--- config.mk ---
export PLATFORM = sky130hd
export DESIGN_NAME = smbus_blk_slave
export DESIGN_NICKNAME = d
export VERILOG_FILES = /design/src/rtl/smb_pkg.sv /design/src/rtl/smb_line_sync.sv /design/src/rtl/smb_regfile.sv /design/src/rtl/smb_ctrl.sv /design/src/rtl/smbus_blk_slave.sv
export SDC_FILE = /design/constraint.sdc
export NUM_CORES = 1
export LEC_CHECK = 0
export BUFFER_PORTS_ARGS = -buffer_cell sky130_fd_sc_hd__buf_4
export CAP_MARGIN = 10
export CORE_UTILIZATION = 50
export CTS_CLUSTER_DIAMETER = 100
export DETAILED_ROUTE_END_ITERATION = 6
export HOLD_SLACK_MARGIN = 0.1
export PLACE_DENSITY = 0.71
export SYNTH_ARGS = -nofsm -noshare
export SYNTH_HDL_FRONTEND = slang
export SYNTH_SLANG_ARGS = --single-unit
--- constraint.sdc ---
create_clock -name clk -period 2.2 [get_ports clk]
set_clock_uncertainty 0.05 [all_clocks]
set_input_delay 0.44 -clock clk [delete_from_list [all_inputs] [get_ports clk]]
set_output_delay 0.44 -clock clk [all_outputs]
set_load 0.05 [all_outputs]
--- src/rtl/smb_pkg.sv ---
`timescale 1ns/1ps
package smb_pkg;

    localparam int BYTE_W = 8;

    typedef enum logic [2:0] {
        S_IDLE,
        S_RX,
        S_ACKW,
        S_ACKD,
        S_TX,
        S_TXA,
        S_TXH,
        S_WAIT
    } smb_state_e;

    typedef enum logic [1:0] {
        B_ADDR,
        B_INDEX,
        B_LEN,
        B_DATA
    } smb_role_e;

    typedef struct packed {
        logic              we;
        logic [BYTE_W-1:0] addr;
        logic [BYTE_W-1:0] data;
    } smb_wr_t;

    function automatic logic idx_in_bank(input logic [BYTE_W-1:0] a, input int unsigned n);
        return 32'(a) < n;
    endfunction

    function automatic logic addr_hit(input logic [BYTE_W-1:0] b, input logic [6:0] dev);
        return b[7:1] == dev;
    endfunction

endpackage

--- src/rtl/smb_line_sync.sv ---
`timescale 1ns/1ps
module smb_line_sync #(
    parameter int STAGES = 2
) (
    input  logic clk,
    input  logic rst,
    input  logic scl_i,
    input  logic sda_i,
    output logic sda_s,
    output logic scl_rise,
    output logic scl_fall,
    output logic start_det,
    output logic stop_det
);
    logic [STAGES-1:0] scl_ff;
    logic [STAGES-1:0] sda_ff;
    logic              scl_d;
    logic              sda_d;
    logic              scl_s;

    always_ff @(posedge clk) begin
        if (rst) begin
            scl_ff <= '1;
            sda_ff <= '1;
            scl_d  <= 1'b1;
            sda_d  <= 1'b1;
        end else begin
            scl_ff <= {scl_ff[STAGES-2:0], scl_i};
            sda_ff <= {sda_ff[STAGES-2:0], sda_i};
            scl_d  <= scl_ff[STAGES-1];
            sda_d  <= sda_ff[STAGES-1];
        end
    end

    assign scl_s     = scl_ff[STAGES-1];
    assign sda_s     = sda_ff[STAGES-1];
    assign scl_rise  = scl_s & ~scl_d;
    assign scl_fall  = ~scl_s & scl_d;
    assign start_det = scl_s & scl_d & sda_d & ~sda_s;
    assign stop_det  = scl_s & scl_d & ~sda_d & sda_s;
endmodule

--- src/rtl/smb_regfile.sv ---
`timescale 1ns/1ps
module smb_regfile
    import smb_pkg::*;
#(
    parameter int NUM_REGS  = 16,
    parameter int COUNT_REG = 8
) (
    input  logic                     clk,
    input  logic                     rst,
    input  smb_wr_t                  wr,
    input  logic [BYTE_W-1:0]        raddr,
    output logic [BYTE_W-1:0]        rd_data,
    output logic [BYTE_W-1:0]        len_data,
    output logic [NUM_REGS*BYTE_W-1:0] bank
);
    localparam int IDX_W = (NUM_REGS > 1) ? $clog2(NUM_REGS) : 1;

    logic [BYTE_W-1:0] regs [NUM_REGS];

    for (genvar i = 0; i < NUM_REGS; i++) begin : g_reg
        always_ff @(posedge clk) begin
            if (rst) begin
                regs[i] <= '0;
            end else if (wr.we && (32'(wr.addr) == i)) begin
                regs[i] <= wr.data;
            end
        end
        assign bank[i*BYTE_W +: BYTE_W] = regs[i];
    end

    always_comb begin
        rd_data = 8'hFF;
        if (idx_in_bank(raddr, NUM_REGS)) begin
            rd_data = regs[raddr[IDX_W-1:0]];
        end
    end

    assign len_data = regs[COUNT_REG];
endmodule

--- src/rtl/smb_ctrl.sv ---
`timescale 1ns/1ps
module smb_ctrl
    import smb_pkg::*;
#(
    parameter int         NUM_REGS = 16,
    parameter logic [6:0] DEV_ADDR = 7'h69
) (
    input  logic              clk,
    input  logic              rst,
    input  logic              sda_s,
    input  logic              scl_rise,
    input  logic              scl_fall,
    input  logic              start_det,
    input  logic              stop_det,
    input  logic [BYTE_W-1:0] rd_data,
    input  logic [BYTE_W-1:0] len_data,
    output smb_wr_t           wr,
    output logic [BYTE_W-1:0] raddr,
    output logic              sda_oe,
    output smb_state_e        state_o
);
    smb_state_e        state;
    smb_role_e         role;
    logic [2:0]        bitn;
    logic [BYTE_W-1:0] shreg;
    logic [BYTE_W-1:0] ptr;
    logic [BYTE_W-1:0] remain;
    logic              ack_q;
    logic              next_tx;
    logic [BYTE_W-1:0] rx_byte;
    logic              ptr_ok;

    assign rx_byte = {shreg[6:0], sda_s};
    assign ptr_ok  = idx_in_bank(ptr, NUM_REGS);
    assign raddr   = ptr;
    assign state_o = state;

    always_ff @(posedge clk) begin
        if (rst) begin
            state   <= S_IDLE;
            role    <= B_ADDR;
            bitn    <= '0;
            shreg   <= '0;
            ptr     <= '0;
            remain  <= '0;
            ack_q   <= 1'b0;
            next_tx <= 1'b0;
            wr      <= '0;
        end else begin
            wr.we <= 1'b0;
            if (start_det) begin
                state <= S_RX;
                role  <= B_ADDR;
                bitn  <= '0;
            end else if (stop_det) begin
                state <= S_IDLE;
            end else begin
                unique case (state)
                    S_RX: if (scl_rise) begin
                        shreg <= rx_byte;
                        bitn  <= bitn + 3'd1;
                        if (bitn == 3'd7) begin
                            state   <= S_ACKW;
                            ack_q   <= 1'b0;
                            next_tx <= 1'b0;
                            unique case (role)
                                B_ADDR: if (addr_hit(rx_byte, DEV_ADDR)) begin
                                    ack_q <= 1'b1;
                                    if (rx_byte[0]) next_tx <= 1'b1;
                                    else            role    <= B_INDEX;
                                end
                                B_INDEX: begin
                                    ptr   <= rx_byte;
                                    ack_q <= 1'b1;
                                    role  <= B_LEN;
                                end
                                B_LEN: if (rx_byte != '0) begin
                                    remain <= rx_byte;
                                    ack_q  <= 1'b1;
                                    role   <= B_DATA;
                                end
                                B_DATA: if ((remain != '0) && ptr_ok) begin
                                    wr.we   <= 1'b1;
                                    wr.addr <= ptr;
                                    wr.data <= rx_byte;
                                    ptr     <= ptr + 8'd1;
                                    remain  <= remain - 8'd1;
                                    ack_q   <= 1'b1;
                                end
                                default: ;
                            endcase
                        end
                    end
                    S_ACKW: if (scl_fall) state <= S_ACKD;
                    S_ACKD: if (scl_fall) begin
                        bitn <= '0;
                        if (!ack_q) begin
                            state <= S_WAIT;
                        end else if (next_tx) begin
                            state <= S_TX;
                            shreg <= len_data;
                        end else begin
                            state <= S_RX;
                        end
                    end
                    S_TX: if (scl_fall) begin
                        if (bitn == 3'd7) begin
                            state <= S_TXA;
                        end else begin
                            shreg <= {shreg[6:0], 1'b0};
                            bitn  <= bitn + 3'd1;
                        end
                    end
                    S_TXA: if (scl_rise) begin
                        if (sda_s) begin
                            state <= S_WAIT;
                        end else begin
                            shreg <= rd_data;
                            if (ptr_ok) ptr <= ptr + 8'd1;
                            state <= S_TXH;
                        end
                    end
                    S_TXH: if (scl_fall) begin
                        state <= S_TX;
                        bitn  <= '0;
                    end
                    default: ;
                endcase
            end
        end
    end

    assign sda_oe = ((state == S_ACKD) && ack_q) || ((state == S_TX) && !shreg[7]);
endmodule

--- src/rtl/smbus_blk_slave.sv ---
`timescale 1ns/1ps
module smbus_blk_slave
    import smb_pkg::*;
#(
    parameter int         NUM_REGS    = 16,
    parameter int         COUNT_REG   = 8,
    parameter logic [6:0] DEV_ADDR    = 7'h69,
    parameter int         SYNC_STAGES = 2
) (
    input  logic                        clk,
    input  logic                        rst,
    input  logic                        scl_i,
    input  logic                        sda_i,
    output logic                        sda_oe,
    output logic [NUM_REGS*BYTE_W-1:0]  reg_bank
);
    logic              sda_s;
    logic              scl_rise;
    logic              scl_fall;
    logic              start_det;
    logic              stop_det;
    logic [BYTE_W-1:0] rd_data;
    logic [BYTE_W-1:0] len_data;
    logic [BYTE_W-1:0] raddr;
    smb_wr_t           wr_bus;
    smb_state_e        ctrl_state;

    smb_line_sync #(.STAGES(SYNC_STAGES)) u_sync (
        .clk(clk), .rst(rst), .scl_i(scl_i), .sda_i(sda_i),
        .sda_s(sda_s), .scl_rise(scl_rise), .scl_fall(scl_fall),
        .start_det(start_det), .stop_det(stop_det)
    );

    smb_ctrl #(.NUM_REGS(NUM_REGS), .DEV_ADDR(DEV_ADDR)) u_ctrl (
        .clk(clk), .rst(rst), .sda_s(sda_s), .scl_rise(scl_rise),
        .scl_fall(scl_fall), .start_det(start_det), .stop_det(stop_det),
        .rd_data(rd_data), .len_data(len_data), .wr(wr_bus),
        .raddr(raddr), .sda_oe(sda_oe), .state_o(ctrl_state)
    );

    smb_regfile #(.NUM_REGS(NUM_REGS), .COUNT_REG(COUNT_REG)) u_regs (
        .clk(clk), .rst(rst), .wr(wr_bus), .raddr(raddr),
        .rd_data(rd_data), .len_data(len_data), .bank(reg_bank)
    );
endmodule

## Yosys cells after proc, flatten, opt, wreduce, memory -nomap -nowiden

Memory sizes are Yosys's and may differ from the RTL's. A register that Yosys moved wholly into a read port is not among the register bits.
Index checks and enable logic that the tools add are counted.

- $add $sub $neg: 3
- Reduce and logical (&&, ||, !) cells: 45
- Magnitude comparators: 1
- Equality and inequality tests: 54
- Bitwise logic cells: 33
- Muxes and demuxes: 120

Operators by type and width:

| kind | number |
|---|---|
| two-way mux 8 bit | 33 |
| == test 8 x 4 -> 1 bit (second input constant) | 8 |
| two-way mux 1 bit | 59 |
| case mux 8 bit (2 select lines) | 3 |
| two-way mux 3 bit | 14 |
| == test 8 x 3 -> 1 bit (second input constant) | 4 |
| case mux 8 bit (4 select lines) | 1 |
| inequality test 4 bit (second input constant) | 6 |
| nonzero test 8 bit | 3 |
| logical AND 1 bit | 19 |
| inequality test 2 x 1 -> 1 bit (second input constant) | 9 |
| inequality test 2 bit (second input constant) | 9 |
| case mux 3 bit (6 select lines) | 1 |
| AND reduction 9 bit | 2 |
| two-way mux 17 bit | 1 |
| == test 8 x 2 -> 1 bit (second input constant) | 2 |
| bitwise OR 1 bit | 16 |
| AND reduction 8 bit | 2 |
| == test 3 bit (second input constant) | 4 |
| AND reduction 11 bit | 1 |
| inverter 1 bit | 10 |
| AND reduction 10 bit | 1 |
| case mux 3 bit (3 select lines) | 1 |
| adder 8 x 1 -> 8 bit (second input constant) | 1 |
| 30 further kinds | 46 |

- Input port bits: 4
- Bits in writable memories: 128
- Word-level logic and storage cells: 273
- Output and inout port bits: 129
- Memories: 1
- Register bits after elaboration: 57

Memories:

| name | words | bits a word | rd ports | clocked after memory_dff | wr ports | RTL line | source |
|---|---|---|---|---|---|---|---|
| u_regs.regs | 16 | 8 | 17 | 1 | 16 | smb_regfile.sv:18 | `logic [BYTE_W-1:0] regs [NUM_REGS];` |

## Depth between registers and ports, before layout

Gate-level depths: netlist (run 1).

- Depth after elaboration: 9
- Gate-level depth with buffers: 8
- Gate-level depth less buffers: 7

## Modules after synthesis

A second synthesis (run 1) with hierarchy kept.

- Cell total of the unflattened synthesis: 831
- Area total of the unflattened synthesis: 9,346.5 µm²

By module, submodules not included:

| module | times used | cells each | area an instance (µm²) | sequential area each (µm²) |
|---|---|---|---|---|
| smb_regfile | 1 | 453 | 6,207.2 | 3,843.7 |
| smb_ctrl | 1 | 362 | 2,949.1 | 1,021.0 |
| smb_line_sync | 1 | 16 | 190.2 | 120.1 |

## Worst setup path after synthesis (run 1)

OpenSTA, ideal clock, no wires.

- Kind: reg-to-output
- From: reg u_ctrl.state[2], in the netlist u_ctrl.state_o[2]
- To: out sda_oe
- Setup slack: -0.187 ns
- Stages on the path, launching flop included: 4
- Data required time: 1.710 ns
- Arrival time: 1.897 ns
- Path buffers: 1
- Cell sequence: dfxtp_1 -> clkbuf_1 -> nand2b_1 -> o31ai_1

- Cells in the longest elaborated chain, start to end: 3
- Elaborated cells between the ends (all ways): 5
- Classes of those cells: eq/ne (2); reduce/logical (3)

Ends and longest elaborated chain:

| item | RTL line | source |
|---|---|---|
| start: declaration | smb_ctrl.sv:22 | `smb_state_e state;` |
| start signal: assignment | smb_ctrl.sv:40 | `state <= S_IDLE;` |
| start signal: assignment | smb_ctrl.sv:52 | `state <= S_RX;` |
| start signal: assignment | smb_ctrl.sv:56 | `state <= S_IDLE;` |
| == test 3 x 2 -> 1 bit / == test 3 bit (equally long branches) | smb_ctrl.sv:133 | `assign sda_oe = ((state == S_ACKD) && ack_q) \|\| ((state == S_TX) && !shreg[7]);` |
| logical AND 1 bit | smb_ctrl.sv:133 |  |
| logical OR 1 bit * | smb_ctrl.sv:133 |  |
| end: declaration | smbus_blk_slave.sv:14 | `output logic sda_oe,` |

Every way passes the cells marked *; elsewhere a longest branch is shown, timed or not.

## Final worst setup path (run 1)

- From: reg u_ctrl.remain[3]
- To: reg u_ctrl.ptr[5], in the netlist u_ctrl.raddr[5]

- Cells in the longest elaborated chain, start to end: 4

Ends and longest elaborated chain:

| item | RTL line | source |
|---|---|---|
| start: declaration | smb_ctrl.sv:27 | `logic [BYTE_W-1:0] remain;` |
| start signal: assignment | smb_ctrl.sv:78 | `remain <= rx_byte;` |
| start signal: assignment | smb_ctrl.sv:87 | `remain <= remain - 8'd1;` |
| nonzero test 8 bit | smb_ctrl.sv:82 | `B_DATA: if ((remain != '0) && ptr_ok) begin` |
| logical AND 1 bit | smb_ctrl.sv:82 |  |
| inequality test 3 x 2 -> 1 bit (no source line) | - |  |
| AND reduction 10 bit (no source line) | - |  |
| end signal: assignment | smb_ctrl.sv:73 | `ptr <= rx_byte;` |
| end signal: assignment | smb_ctrl.sv:86 | `ptr <= ptr + 8'd1;` |
| end signal: assignment | smb_ctrl.sv:119 | `if (ptr_ok) ptr <= ptr + 8'd1;` |
| end: declaration | smb_ctrl.sv:26 | `logic [BYTE_W-1:0] ptr;` |

Every way passes these cells.
A chain may end at the register's enable or synchronous reset.

==> results of run 1 <==
## cell usage in the layout, fill, tap and decap left out, types with 4 or more instances in the layout
master     netlist  routed
mux2_2          12      12
nand3_1         13      12
or3b_2           4       4
o21ai_0         18      18
inv_8            0       7
nor2b_1         19      19
nor4_1           5       4
or2_2            7       7
buf_6            1       4
clkbuf_16        0      17
dfxtp_1         61      58
o211ai_1         4       4
nor3_1           4       4
mux2i_1         23      23
inv_1           12      12
edfxtp_1       128     128
o31ai_1         12      11
o22ai_1         14      14
nand2_1         39      39
a21oi_1         24      24
or3_1            6       6
and3_1           9       9
o32ai_1          6       6
ha_1            12      12
nand4_1          8       8
a31oi_1          4       4
a211oi_1         5       5
nand2b_1         7       7
o2bb2ai_1        8       8
and2_1         137     136
o221a_2          4       4
buf_12           0       7
buf_4            1     201
nor2_1          49      49
mux4_2          32      32
## metal layers
metal  global-route usage [%]  vias up  wire length, µm  share of wire [%]
li1                         -     3283                -                  -
met1                     36.9     3616            11000                 41
met2                     46.7      386            12800                 48
met3                     6.22       67             2270                8.4
met4                     11.5        0              807                3.0
met5                        0        -                0                  0
## worst paths after layout
check                                      start                to  slack [ps]  depth (start not counted)
worst max-delay path            u_ctrl.remain[3]   u_ctrl.raddr[5]          70                          5
worst min register to register  u_sync.sda_ff[0]  u_sync.sda_ff[1]         370                          1
worst max register to register  u_ctrl.remain[3]   u_ctrl.raddr[5]          70                          5
worst min-delay path                       sda_i  u_sync.sda_ff[0]         140                          2
## critical path: stages (launching register included)
cell,delay [ps]
dfxtp_1,350
or4_4,540
o311a_4,450
a21bo_2,270
nand2_2,200
o221a_2,220
## area by class of cell
type,instances,share of cell area (%)
flip-flops and latches,189,43.1
well taps,229,2.44
multi-input cells,536,34.8
clock buffers,18,3.65
clock inverters,14,1.17
inverters,12,0.383
repair buffers,212,14.4
## through the flow
| stage | utilization, % | instance area [µm²] | setup slack (ps) | power (µW) | hold slack (ps) |
|---|---|---|---|---|---|
| final | 64.8 | 11800 | 68.9 | 8110 | 135 |
| after global routing | 64.8 | 11800 | 9.05 | 8320 | 128 |
| after CTS | 64.4 | 11700 | 13.5 | 8100 | 125 |
| after detailed placement | 61.2 | 11100 | 47.7 | 5160 | 352 |
| after global placement | 61.2 | 11100 | 98.0 | 5150 | 342 |
| after floorplan | - | 9360 | 15.2 | 4780 | 339 |
## what timing repair did
item | in CTS | in global routing
gates cloned | 0 | 1
resized for setup | 5 | 7
setup endpoints to repair | 1 | 21
pin swaps | 0 | 2
buffers inserted | 0 | 5
## cells by family (layout without fill, tap and decap cells)
kind of cell               Yosys count  after routing  share of synthesized area, %
xor gates and xnor gates             2              2                         0.187
buffers and inverters               58            256                          2.50
DFF                                189            189                          54.1
adders and majority gates           12             12                          1.61
muxes                               67             67                          11.6
and+or+nand+nor                    318            318                          19.2
AOI/OAI and AO/OA                  136            137                          10.7
## flip-flops by register name, summed over array words and instances (netlist names), 2 cells and up, named ones only
signal / flops
u_sync.scl_ff: 2
u_ctrl.remain: 8
u_ctrl.role: 2
u_ctrl.shreg: 8
u_ctrl.bitn: 3
u_ctrl.wr: 17
u_ctrl.state_o: 3
u_sync.sda_ff: 2
u_regs.regs: 128
u_ctrl.raddr: 8
## power by group through the flow
stage          Combinational (µW)  Sequential (µW)  Clock, µW
2_1_floorplan                 274             4500          0
3_3_place_gp                 1050             4090          0
3_5_place_dp                 1060             4100          0
4_1_cts                      1070             4020       3010
5_1_grt                      1130             4040       3150
6_report                     1090             4020       2990
==> run metrics, run 1 <==
average size of a mapped cell about 12 µm²; hold-fix buffers at CTS 0; Max Freq about 0.47 GHz; type of the worst min-delay path in -> reg; Max H-tree Level 4; Sink Count about 190; CTS tree done; Cell Count Post-Placement 1172; Max Slew Vio Count 0; total core area approximately 18000 µm²; First DRT Iteration DRCs 706; Slew HR 46.7%; worst-margin pin slew about 800 ps; Post-synth EDFFs 128; pwr dens 690 nW/µm²; Critical Path Source Type register; FILL cells between 1000 and 1500; Vias/cell about 6.1; switching pwr roughly 2300 µW; dpl hpwl roughly 19000 µm; Remaining Overflow, GRT 0; Post-route DRC 10; RSZ-0062 raised after global routing false; via count 7352; Critical Path Sink Type register; first-pass GRT wire length about 42000 µm; storage element area 5070 µm²; n_diodes 0; input/output buffers about 130; CTS buffer count 17; fin crit period roughly 2100 ps; Fin. Hold Viols 0; post-synth top area share about two fifths; Required @ worst endpoint 2530 ps; largest cells by area after synthesis edfxtp_1 41%, dfxtp_1 13%, and2_1 9.2%, mux4_2 7.7%, mux2i_1 2.5%; Root Driver clkbuf_16; violated checks design-rule violations; Syn-to-layout area delta 25.7%; sequential share of power between 40% and 50%; worst-skew pair later-pin latency approximately 440 ps; setup tns final 0 ps; result of the run complete, but fails checks; Multi-input gate area between 4000 and 5000 µm²; initial antenna violation count 0; Syn Inst Count 782; sequential-to-total area share from yosys stat approximately 54%; Combinational Power Share roughly 14%; Die Height approximately 140 µm; clock power share a little under two fifths; final std cells w/o fill roughly 1200; Die Span X roughly 140 µm; number of I/O pins between 100 and 150; Synth async-reset ratio 0%; Arr. time, crit path 2460 ps; routed wire length per instance 22.2 µm; Rows 49; Most used DFF post-synth edfxtp_1; post-synth cell types between 70 and 80; final worst path period share between 90% and 100%; Total Routing Usage GR 28.5%; register bit total from synthesis between 150 and 200; Detailed Route WL approximately 27000 µm; Sw Ratio ~29%; Max Fanout on Critical Path 10; largest net degree at the start of global routing 33; maximum buffer depth of the clock tree 2; die footprint 19300 µm²; share of post-route cells with drive strength above 1 33.1%; initial cell density of the core roughly half; DRT Pass-1 Iters 7; Leak between 0.004 and 0.005 µW; vias in the first global route around 7300; worst setup path category reg -> reg; top cell type by total area after synthesis edfxtp_1; Max IR drop VDD 0.000596 V; ANT nets after route 0; GPL Wtd Cong ~0.9; Yosys Warn Count 0; cell with the most instances after synthesis and2_1; max-cap violation count 0; Final setup viols 0; Mapped Area roughly 9400 µm²; syn_nets ~800; internal power 5780 µW; register clock-pin slew on the reported worst setup and hold paths 70 ps; most frequent cells after synthesis 137 x and2_1, 128 x edfxtp_1, 61 x dfxtp_1, 49 x nor2_1, 39 x nand2_1; Nets roughly 1000
Power figures use the tool's default switching activity.
==> inputs of run 2 (changes only) <==
--- a/config.mk
+++ b/config.mk
@@ -7,6 +7,7 @@
 export LEC_CHECK = 0
 export BUFFER_PORTS_ARGS = -buffer_cell sky130_fd_sc_hd__buf_4
 export CAP_MARGIN = 10
+export CORE_MARGIN = 10
 export CORE_UTILIZATION = 50
 export CTS_CLUSTER_DIAMETER = 100
 export DETAILED_ROUTE_END_ITERATION = 6
==> run metrics, run 2 (synthesis results as in run 1) <==
storage element area approximately 5000 µm²; Util after Layout approximately 64%; DR WL met2 about 13000 µm; Total Routing Usage GR 23.1%; setup ws final ~48 ps; Final setup viols 0; initial antenna violation count 0; type of the worst min-delay path in -> reg; dpl hpwl roughly 21000 µm; via count 7325; max reg flops approximately 130; Sink Count 189; Fin. Hold Viols 0; pwr dens about 700 nW/µm²; DRT Pass-1 Iters 6; Max Fanout on Critical Path 10; vias in the first global route ~7400; final worst path period share between 90% and 100%; most frequent cells in the layout 193 x buf_4, 137 x and2_1, 128 x edfxtp_1; FILL cells roughly 1400; Max Slew Vio Count 0; Syn-to-layout area delta 25.5%; number of I/O pins approximately 130; RSZ-0062 raised after global routing false; Max Used Layer met4; n_diodes 0; crit-path cells or4_4 > o311a_4 > o211ai_4 > buf_6 > o21ai_1 > a21oi_2; max-cap violation count 0; ANT nets after route 0; total core area about 18000 µm²; Max Freq roughly 0.46 GHz; internal power 5960 µW; Critical Path Sink Type register; sequential share of power between 40% and 50%; Root Driver clkbuf_16; largest net degree at the start of global routing 33; hold-fix buffers at CTS 0; R2R depth 6; Combinational Power Share 13.1%; Max IR drop VDD approximately 0.00057 V; die footprint 24600 µm²; maximum buffer depth of the clock tree 2; leading cell type in the layout, fill and taps excluded buf_4; worst setup path category reg -> reg; Die Height approximately 160 µm; Nets roughly 980; Rows between 40 and 50; Hold Path Stages 2; register clock-pin slew on the reported worst setup and hold paths 70 ps; initial cell density of the core around 51%; Sw Ratio between 20 and 30%; Slew HR 48.6%; Required @ worst endpoint 2530 ps; Die Span X 157 µm; worst-skew pair later-pin latency 440 ps; Metal-1 WL between 10000 and 15000 µm; share of post-route cells with drive strength above 1 32.8%; First DRT Iteration DRCs approximately 1000; Post-route DRC 0; Reg2Reg Launch Point u_ctrl.remain[3]; Reg2Reg Setup Slack slightly below 50 ps; CP peak stage delay ~570 ps; GPL Wtd Cong about 0.97; Multi-input gate area between 4000 and 5000 µm²; switching pwr roughly 2300 µW; hold wc startpoint scl_i; Leak between 0.004 and 0.005 µW; input/output buffers 132; pre-CTS setup slack -70.8 ps; Critical Path Source Type register; Vias/cell 6.10; result of the run finished clean; Hold Path End u_sync.scl_ff[0]; CTS buffer count 17; slowest stage cell, crit path or4_4; Remaining Overflow, GRT 0; Largest Register u_regs.regs; Largest regs u_regs.regs x128, u_ctrl.wr x17; Worst R2R End u_ctrl.remain[3]; fin crit period about 2200 ps; worst-margin pin slew 769 ps; Met3 Wirelength between 2000 and 3000 µm; Detailed Route WL ~29000 µm; first-pass GRT wire length roughly 44000 µm; CTS tree done; Arr. time, crit path 2480 ps; clock power share 37.7%; Max H-tree Level 4; routed wire length per instance 23.9 µm
run 2: cell types whose count changed in the layout (fill, tap and decap cells not counted), sizes merged:
cell    delta
buf        -7
bufinv     +2
clkbuf     -1
clkinv     +1
inv        -3
o211ai     -1
run 2: per-layer routing:
| metal | up-vias | track usage (%) |
|---|---|---|
| met5 | - | 0 |
| met4 | 0 | 8.45 |
| met3 | 66 | 5.62 |
| met2 | 396 | 36.4 |
| met1 | 3601 | 30.4 |
| li1 | 3262 | - |
run 2: worst max path at each step:
stage / start / to / slack, ps / cells past startpoint
final: u_ctrl.remain[3] / u_ctrl.remain[3] / 50 / 6
after global routing: u_ctrl.remain[3] / u_ctrl.raddr[5] / 3 / 5
after CTS: u_ctrl.state_o[2] / sda_oe / 30 / 5
after detailed placement: u_ctrl.state_o[1] / u_ctrl.shreg[0] / -70 / 5
after global placement: u_ctrl.state_o[1] / u_ctrl.shreg[0] / -30 / 5
after floorplan: u_ctrl.wr[12] / u_regs.regs[4][0] / 20 / 4
run 2: through the flow:
stage / area [µm²] / hold WS (ps) / cells / power (µW) / setup TNS [ps]
2_1_floorplan: 9360 / 339 / 782 / 4780 / 0
3_3_place_gp: 11100 / 347 / 1167 / 5180 / -27.6
3_5_place_dp: 11100 / 349 / 1167 / 5190 / -70.8
4_1_cts: 11700 / 124 / 1198 / 8240 / 0
5_1_grt: 11700 / 132 / 1201 / 8420 / 0
6_report: 11700 / 130 / 1201 / 8220 / 0
run 2: final cells by class:
cell class | count | share of cell area, %
Sequential cell | 189 | 43.2
Multi-Input combinational cell | 535 | 34.9
Timing Repair Buffer | 205 | 14.1
Clock buffer | 17 | 3.62
Tap cell | 229 | 2.44
Clock inverter | 14 | 1.34
Inverter | 12 | 0.384
run 2: repair_timing:
action	CTS	global route
pin swaps	0	3
endpoints found under the hold margin	0	0
gates resized for setup	5	11
setup endpoints to repair	5	51
setup buffers	0	3
run 2: power groups by stage:
stage | combinational (µW) | clock [µW] | sequential (µW)
after floorplan | 274 | 0 | 4500
after global placement | 1070 | 0 | 4110
after detailed placement | 1080 | 0 | 4120
after CTS | 1080 | 3110 | 4040
after global routing | 1120 | 3240 | 4060
final | 1080 | 3100 | 4050
run 2: worst max-delay path, delay by kind of cell, from the launching register on:
kind,cells,cell delay (ps)
DFF,1,370
AOI/OAI and AO/OA,4,920
and+or+nand+nor,1,570
buffers and inverters,1,180
